`config.mk`:
```
export PLATFORM = sky130hd
export DESIGN_NAME = aud_out_sel
export DESIGN_NICKNAME = d
export VERILOG_FILES = /design/src/rtl/aud_out_pkg.sv /design/src/rtl/aud_smp_hold.sv /design/src/rtl/aud_pwm_gen.sv /design/src/rtl/aud_dac_ser.sv /design/src/rtl/aud_out_sel.sv
export SDC_FILE = /design/constraint.sdc
export NUM_CORES = 1
export LEC_CHECK = 0
export BUFFER_PORTS_ARGS = -buffer_cell sky130_fd_sc_hd__buf_4
export CAP_MARGIN = 0
export CORE_AREA = 4 4 107 109
export DETAILED_ROUTE_END_ITERATION = 10
export DIE_AREA = 0 0 111 113
export PLACE_DENSITY_LB_ADDON = 0.1
export SYNTH_ARGS = -nofsm -noshare
export SYNTH_HDL_FRONTEND = slang
export SYNTH_HIERARCHICAL = 1
export SYNTH_SLANG_ARGS = --single-unit
```
`constraint.sdc`:
```
create_clock -name clk_i -period 3.05 [get_ports clk_i]
set_clock_uncertainty 0.05 [all_clocks]
set_input_delay 0.4575 -clock clk_i [delete_from_list [all_inputs] [get_ports clk_i]]
set_output_delay 0.4575 -clock clk_i [all_outputs]
set_load 0.005 [all_outputs]
```
`src/rtl/aud_out_pkg.sv`:
```
`timescale 1ns/1ps
package aud_out_pkg;
  parameter int unsigned SMP_W = 16;

  typedef struct packed {
    logic [SMP_W-1:0] l;
    logic [SMP_W-1:0] r;
  } stereo_t;
endpackage

```
`src/rtl/aud_smp_hold.sv`:
```
`timescale 1ns/1ps
module aud_smp_hold
  import aud_out_pkg::*;
(
  input  logic             clk_i,
  input  logic             rst_ni,
  input  logic             valid_i,
  output logic             ready_o,
  input  logic [SMP_W-1:0] left_i,
  input  logic [SMP_W-1:0] right_i,
  input  logic             take_i,
  output logic             pend_o,
  output stereo_t          smp_o
);
  logic    pend_q;
  stereo_t data_q;

  assign ready_o = ~pend_q;
  assign pend_o  = pend_q;
  assign smp_o   = data_q;

  always_ff @(posedge clk_i or negedge rst_ni) begin
    if (!rst_ni) begin
      pend_q <= 1'b0;
      data_q <= '0;
    end else if (valid_i && !pend_q) begin
      pend_q   <= 1'b1;
      data_q.l <= left_i;
      data_q.r <= right_i;
    end else if (take_i) begin
      pend_q <= 1'b0;
    end
  end
endmodule

```
`src/rtl/aud_pwm_gen.sv`:
```
`timescale 1ns/1ps
module aud_pwm_gen #(
  parameter int unsigned PWM_W = 8
) (
  input  logic             clk_i,
  input  logic             rst_ni,
  input  logic             en_i,
  input  logic             mute_i,
  input  logic             ld_i,
  input  logic [PWM_W-1:0] duty_l_i,
  input  logic [PWM_W-1:0] duty_r_i,
  output logic             bnd_o,
  output logic [1:0]       leg_p_o,
  output logic [1:0]       leg_n_o
);
  localparam logic [PWM_W-1:0] MID = {1'b1, {(PWM_W-1){1'b0}}};

  logic [PWM_W-1:0] cnt_q;
  logic [PWM_W-1:0] duty_in [2];

  assign duty_in[0] = duty_l_i;
  assign duty_in[1] = duty_r_i;
  assign bnd_o      = &cnt_q;

  always_ff @(posedge clk_i or negedge rst_ni) begin
    if (!rst_ni) cnt_q <= '0;
    else         cnt_q <= cnt_q + 1'b1;
  end

  for (genvar ch = 0; ch < 2; ch++) begin : g_ch
    logic [PWM_W-1:0] duty_q;
    logic             hi;

    always_ff @(posedge clk_i or negedge rst_ni) begin
      if (!rst_ni)              duty_q <= MID;
      else if (ld_i && bnd_o)   duty_q <= duty_in[ch];
    end

    assign hi          = cnt_q < duty_q;
    assign leg_p_o[ch] = en_i & ~mute_i & hi;
    assign leg_n_o[ch] = en_i & ~mute_i & ~hi;
  end
endmodule

```
`src/rtl/aud_dac_ser.sv`:
```
`timescale 1ns/1ps
module aud_dac_ser
  import aud_out_pkg::*;
#(
  parameter int unsigned SCLK_HALF = 4
) (
  input  logic    clk_i,
  input  logic    rst_ni,
  input  logic    ld_i,
  input  stereo_t smp_i,
  output logic    bnd_o,
  output logic    sclk_o,
  output logic    wclk_o,
  output logic    sdata_o
);
  localparam int unsigned FRAME = 2 * SMP_W;
  localparam int unsigned BI_W  = $clog2(FRAME);
  localparam int unsigned HC_W  = (SCLK_HALF > 1) ? $clog2(SCLK_HALF) : 1;
  localparam logic [HC_W-1:0] HC_LAST = HC_W'(SCLK_HALF - 1);
  localparam logic [BI_W-1:0] BI_LAST = BI_W'(FRAME - 1);

  logic [HC_W-1:0]  hcnt_q;
  logic             sclk_q;
  logic [BI_W-1:0]  bit_q;
  logic [FRAME-1:0] sh_q;
  stereo_t          hold_q;
  logic             tick, fall;

  assign tick    = hcnt_q == HC_LAST;
  assign fall    = tick & sclk_q;
  assign bnd_o   = fall & (bit_q == BI_LAST);
  assign sclk_o  = sclk_q;
  assign wclk_o  = bit_q[BI_W-1];
  assign sdata_o = sh_q[FRAME-1];

  always_ff @(posedge clk_i or negedge rst_ni) begin
    if (!rst_ni) begin
      hcnt_q <= '0;
      sclk_q <= 1'b0;
    end else if (tick) begin
      hcnt_q <= '0;
      sclk_q <= ~sclk_q;
    end else begin
      hcnt_q <= hcnt_q + 1'b1;
    end
  end

  // shift and frame advance on the falling bit clock only
  always_ff @(posedge clk_i or negedge rst_ni) begin
    if (!rst_ni) begin
      bit_q  <= '0;
      sh_q   <= '0;
      hold_q <= '0;
    end else if (bnd_o) begin
      bit_q <= '0;
      if (ld_i) begin
        hold_q <= smp_i;
        sh_q   <= {smp_i.l, smp_i.r};
      end else begin
        sh_q   <= {hold_q.l, hold_q.r};
      end
    end else if (fall) begin
      bit_q <= bit_q + 1'b1;
      sh_q  <= {sh_q[FRAME-2:0], 1'b0};
    end
  end
endmodule

```
`src/rtl/aud_out_sel.sv`:
```
`timescale 1ns/1ps
module aud_out_sel
  import aud_out_pkg::*;
#(
  parameter int unsigned PWM_W     = 8,
  parameter int unsigned SCLK_HALF = 4
) (
  input  logic             clk_i,
  input  logic             rst_ni,
  input  logic             smp_valid_i,
  output logic             smp_ready_o,
  input  logic [SMP_W-1:0] smp_left_i,
  input  logic [SMP_W-1:0] smp_right_i,
  input  logic             dac_mode_i,
  input  logic             mute_i,
  output logic             pwm_l_p_o,
  output logic             pwm_l_n_o,
  output logic             pwm_r_p_o,
  output logic             pwm_r_n_o,
  output logic             ear_l_sclk_o,
  output logic             ear_r_wclk_o,
  output logic             dac_sdata_o
);
  stereo_t          pend_smp;
  logic             pend, take;
  logic             pwm_bnd, dac_bnd;
  logic [PWM_W-1:0] duty [2];
  logic [SMP_W-1:0] chan [2];
  logic [1:0]       leg_p, leg_n;
  logic             sclk, wclk, sdata;

  assign take = pend & (dac_mode_i ? dac_bnd : pwm_bnd);

  aud_smp_hold u_hold (
    .clk_i   (clk_i),
    .rst_ni  (rst_ni),
    .valid_i (smp_valid_i),
    .ready_o (smp_ready_o),
    .left_i  (smp_left_i),
    .right_i (smp_right_i),
    .take_i  (take),
    .pend_o  (pend),
    .smp_o   (pend_smp)
  );

  assign chan[0] = pend_smp.l;
  assign chan[1] = pend_smp.r;

  // signed sample to offset-binary duty from the top bits
  for (genvar c = 0; c < 2; c++) begin : g_duty
    assign duty[c] = {~chan[c][SMP_W-1], chan[c][SMP_W-2 -: PWM_W-1]};
  end

  aud_pwm_gen #(.PWM_W(PWM_W)) u_pwm (
    .clk_i    (clk_i),
    .rst_ni   (rst_ni),
    .en_i     (~dac_mode_i),
    .mute_i   (mute_i),
    .ld_i     (take & ~dac_mode_i),
    .duty_l_i (duty[0]),
    .duty_r_i (duty[1]),
    .bnd_o    (pwm_bnd),
    .leg_p_o  (leg_p),
    .leg_n_o  (leg_n)
  );

  aud_dac_ser #(.SCLK_HALF(SCLK_HALF)) u_dac (
    .clk_i   (clk_i),
    .rst_ni  (rst_ni),
    .ld_i    (take & dac_mode_i),
    .smp_i   (pend_smp),
    .bnd_o   (dac_bnd),
    .sclk_o  (sclk),
    .wclk_o  (wclk),
    .sdata_o (sdata)
  );

  assign pwm_l_p_o    = leg_p[0];
  assign pwm_l_n_o    = leg_n[0];
  assign pwm_r_p_o    = leg_p[1];
  assign pwm_r_n_o    = leg_n[1];
  assign ear_l_sclk_o = dac_mode_i ? sclk : leg_p[0];
  assign ear_r_wclk_o = dac_mode_i ? wclk : leg_p[1];
  assign dac_sdata_o  = dac_mode_i & sdata;
endmodule

```
==> run summary <==
Wire per inst = 16.7 um
Net Sw Power = 742 uW
Remaining antenna violation count = 0
First drt pass iteration count = 4
DRT met1 WL = 5.29 mm
DRC = 0
Top Metal Used = met4
Hold Vio Cnt, Final = 0
Seq/Total Area, Yosys = 52.5%
Starting DRT DRC Count = 233
Clock Latency Late Sink = 520 ps
Routed wl met3 = 462 um
Initial core utilization = 58.0%
Largest net degree at the start of global routing = 69
Power per cell area = 524 mW/mm^2
Worst setup EP type = primary output
Share of cells above drive strength 1 = 33.5%
I/O pin cnt = 45
Core ar. = 0.0106 mm^2
Critical Path Slowest Stage Cell = a2111oi_1
Hpwl dp = 7.44 mm
Achievable Freq = 341 MHz
Antenna violations before repair = 0
Yosys reg bits = 129
Most common cell after layout, fill and taps aside = dfrtp_1
Final count of pins violating max slew = 0
Critical Setup Path Class = flop to primary output
Synth Warn # = 6
Fin crit share = 96.2%
Global-route wire length before repair = 19.2 mm
Clock share of power = 50.0%
Clock root buffer = clkbuf_8
CTS tree = yes
# rows = 38
Util after Layout = 67.6%
Arrival @ worst endpoint = 2430 ps
Vias in the first global route = 3843
Post-route setup TNS = 0 ps
Worst EP required = 2540 ps
Buffers added on ports = 44
Die W = 111 um
Clk buf depth = 2
Most frequent cells in the layout = dfrtp_1 (127), buf_4 (50), mux2_2 (42), mux2_4 (39), nor2_1 (33)
CP max stage delay = 520 ps
Comb pwr share = 3.1%
Worst vdd ir = 641 uV
RSZ-0062 raised after global routing = no
Sequential power share = 46.9%
Final setup viols = 0
Min-delay worst type = input port to flop
CP Cell Sequence = ha_1, o21ai_0, a2111oi_1, nor3_1, mux2_2, buf_4
CP Launch Type = flop
Fillers = 819
WL met2 = 5.26 mm
Syn_area_per_cell = 13.0 um^2
Sw Share = 19.8%
Top FF cell, synth = dfrtp_1
Max transition margin = 46.9%
Final WL = 11.2 mm
Post-route cell area = 0.00717 mm^2
Worst-path clk slew = 50 ps
Gpl congestion = 0.828
Die H = 113 um
Dpl cell area = 0.00659 mm^2
Bufs and invs on worst path = 1
Syn Nets = 527
Worst-Margin Slew = 793 ps
CP max FO = 6
MaxCap Viol Count = 0
Cell variety after synth = 41
Post-DR vias/cell = 5.61
Async SR Flop Fraction = 100%
Cell area after synthesis = 0.00615 mm^2
Overall via count from detail_route = 3746
Mapped Cells = 472
CTS Buf Count = 17
Antenna diodes = 0
DIE AREA = 0.0125 mm^2
Final net count = 573
GRT Resource Usage Total = 19.4%
Leakage = 0.00334 uW
Status = finished clean
CP delay by family, top = compound AO/OA/AOI/OAI gates
Clock sinks = 129
Grt total ovfl = 0
CTS H-tree lvls = 4
Min Clock Period, post-route = 2930 ps
Number of synthesized flops with an enable pin = 0
Synthesis-to-finish area growth = 16.5%
Pint = 3010 uW
repair_timing:
item                                    4_1_cts  5_1_grt
resized for setup                             0        5
endpoints found under the setup margin        0        4
setup buffers                                 0        0
hold endpoints to repair                     42        0
hold buffers                                  1        0
metal layers:
layer  vias to the layer above  global-route usage (%)
li1                       1780                       -
met4                         0                    7.88
met1                      1878                    26.6
met3                        14                    4.60
met5                         -                       0
met2                        74                    30.1
path summary, 6_finish.rpt:
| kind | end | slack [ps] | start | cells past startpoint |
|---|---|---|---|---|
| min in group asynchronous | u_pwm/g_ch[1].duty_q[0]$_DFFE_PN0P_ | 440 | rst_ni | 2 |
| worst min-delay path | u_hold/smp_o[0]$_DFFE_PN0P_ | 110 | smp_right_i[0] | 2 |
| worst max register to register | u_dac/sh_q[25]$_DFFE_PN0P_ | 560 | u_dac/bit_q[0]$_DFFE_PN0P_ | 9 |
| worst min register to register | u_dac/hcnt_q[0]$_DFF_PN0_ | 380 | u_dac/hcnt_q[0]$_DFF_PN0_ | 1 |
| worst max-delay path | ear_r_wclk_o | 120 | u_pwm/cnt_q[2]$_DFF_PN0_ | 6 |
| max in group asynchronous | u_dac/hold_q[23]$_DFFE_PN0P_ | 1780 | rst_ni | 3 |
registers in the layout, summed over array words and instances (netlist names):
register           cells
u_dac/hold_q          32
u_dac/sclk_o           1
u_dac/hcnt_q           2
u_dac/sh_q            32
u_dac/bit_q            5
u_hold/smp_o          32
u_pwm/g_ch.duty_q     16
u_pwm/cnt_q            8
u_hold/pend_o          1
Yosys cell counts, types with 3 or more instances:
cell type / instances / area (um^2)
buf_4: 4 / 30.0
inv_1: 21 / 78.8
a2111oi_0: 4 / 35.0
nand2_1: 10 / 37.5
xor2_1: 3 / 26.3
a21oi_1: 4 / 20.0
mux2i_1: 32 / 320
buf_2: 4 / 20.0
o21ai_0: 10 / 50.1
buf_6: 8 / 90.1
a211oi_1: 31 / 233
dfrtp_1: 127 / 3180
nand2b_1: 6 / 37.5
xnor2_1: 4 / 35.0
and3_1: 3 / 18.8
nor2_1: 33 / 124
mux2_2: 42 / 473
mux2_4: 39 / 586
a21o_1: 31 / 233
ha_1: 18 / 225
clkbuf_1: 11 / 41.3
cell families (layout without fill, tap and decap cells):
kind of cell               count (synthesis)  in the layout  share of synthesized area, %
adders and majority gates                 18             18                          3.66
buffers and inverters                     49            105                          4.56
xor gates and xnor gates                   7              7                         0.997
DFF                                      129            129                          52.5
muxes                                    115            115                          22.8
and+or+nand+nor                           68             68                          5.41
AOI/OAI and AO/OA                         86             86                          10.1
per-stage QoR:
step           setup slack [ps]  power [uW]  hold slack, ps  std cells
5_1_grt                    23.7        3900            94.4        668
3_5_place_dp                569        1910             375        638
2_1_floorplan               520        1810             112        472
3_3_place_gp                638        1900             363        638
4_1_cts                    52.0        3800            91.9        668
6_report                    116        3750             114        668
final cells by class:
type	count	area [um^2]	area share, %
repair buffers	55	465	6.49
flip-flops and latches	129	3230	45.1
multi-input cells	294	2670	37.2
well taps	140	175	2.44
inverters	21	78.8	1.10
clock inverters	6	82.6	1.15
clock buffers	23	467	6.51
worst register-to-register path, cell delays in order (launching register included):
cell and delay (ps):
dfrtp_1 390, ha_1 210, and3_1 180, ha_2 180, and3_1 190, and3_2 330
buf_12 250, mux2i_1 310, a211oi_1 100, a21o_1 180
power groups by stage:
stage / logic, uW / clock network (uW) / registers (uW)
global route: 129 / 2000 / 1760
global placement: 116 / 0 / 1790
finish: 115 / 1880 / 1760
floorplan: 36.4 / 0 / 1780
detailed placement: 117 / 0 / 1790
CTS: 119 / 1920 / 1760
Note: power is estimated with default switching activity, not from simulation.
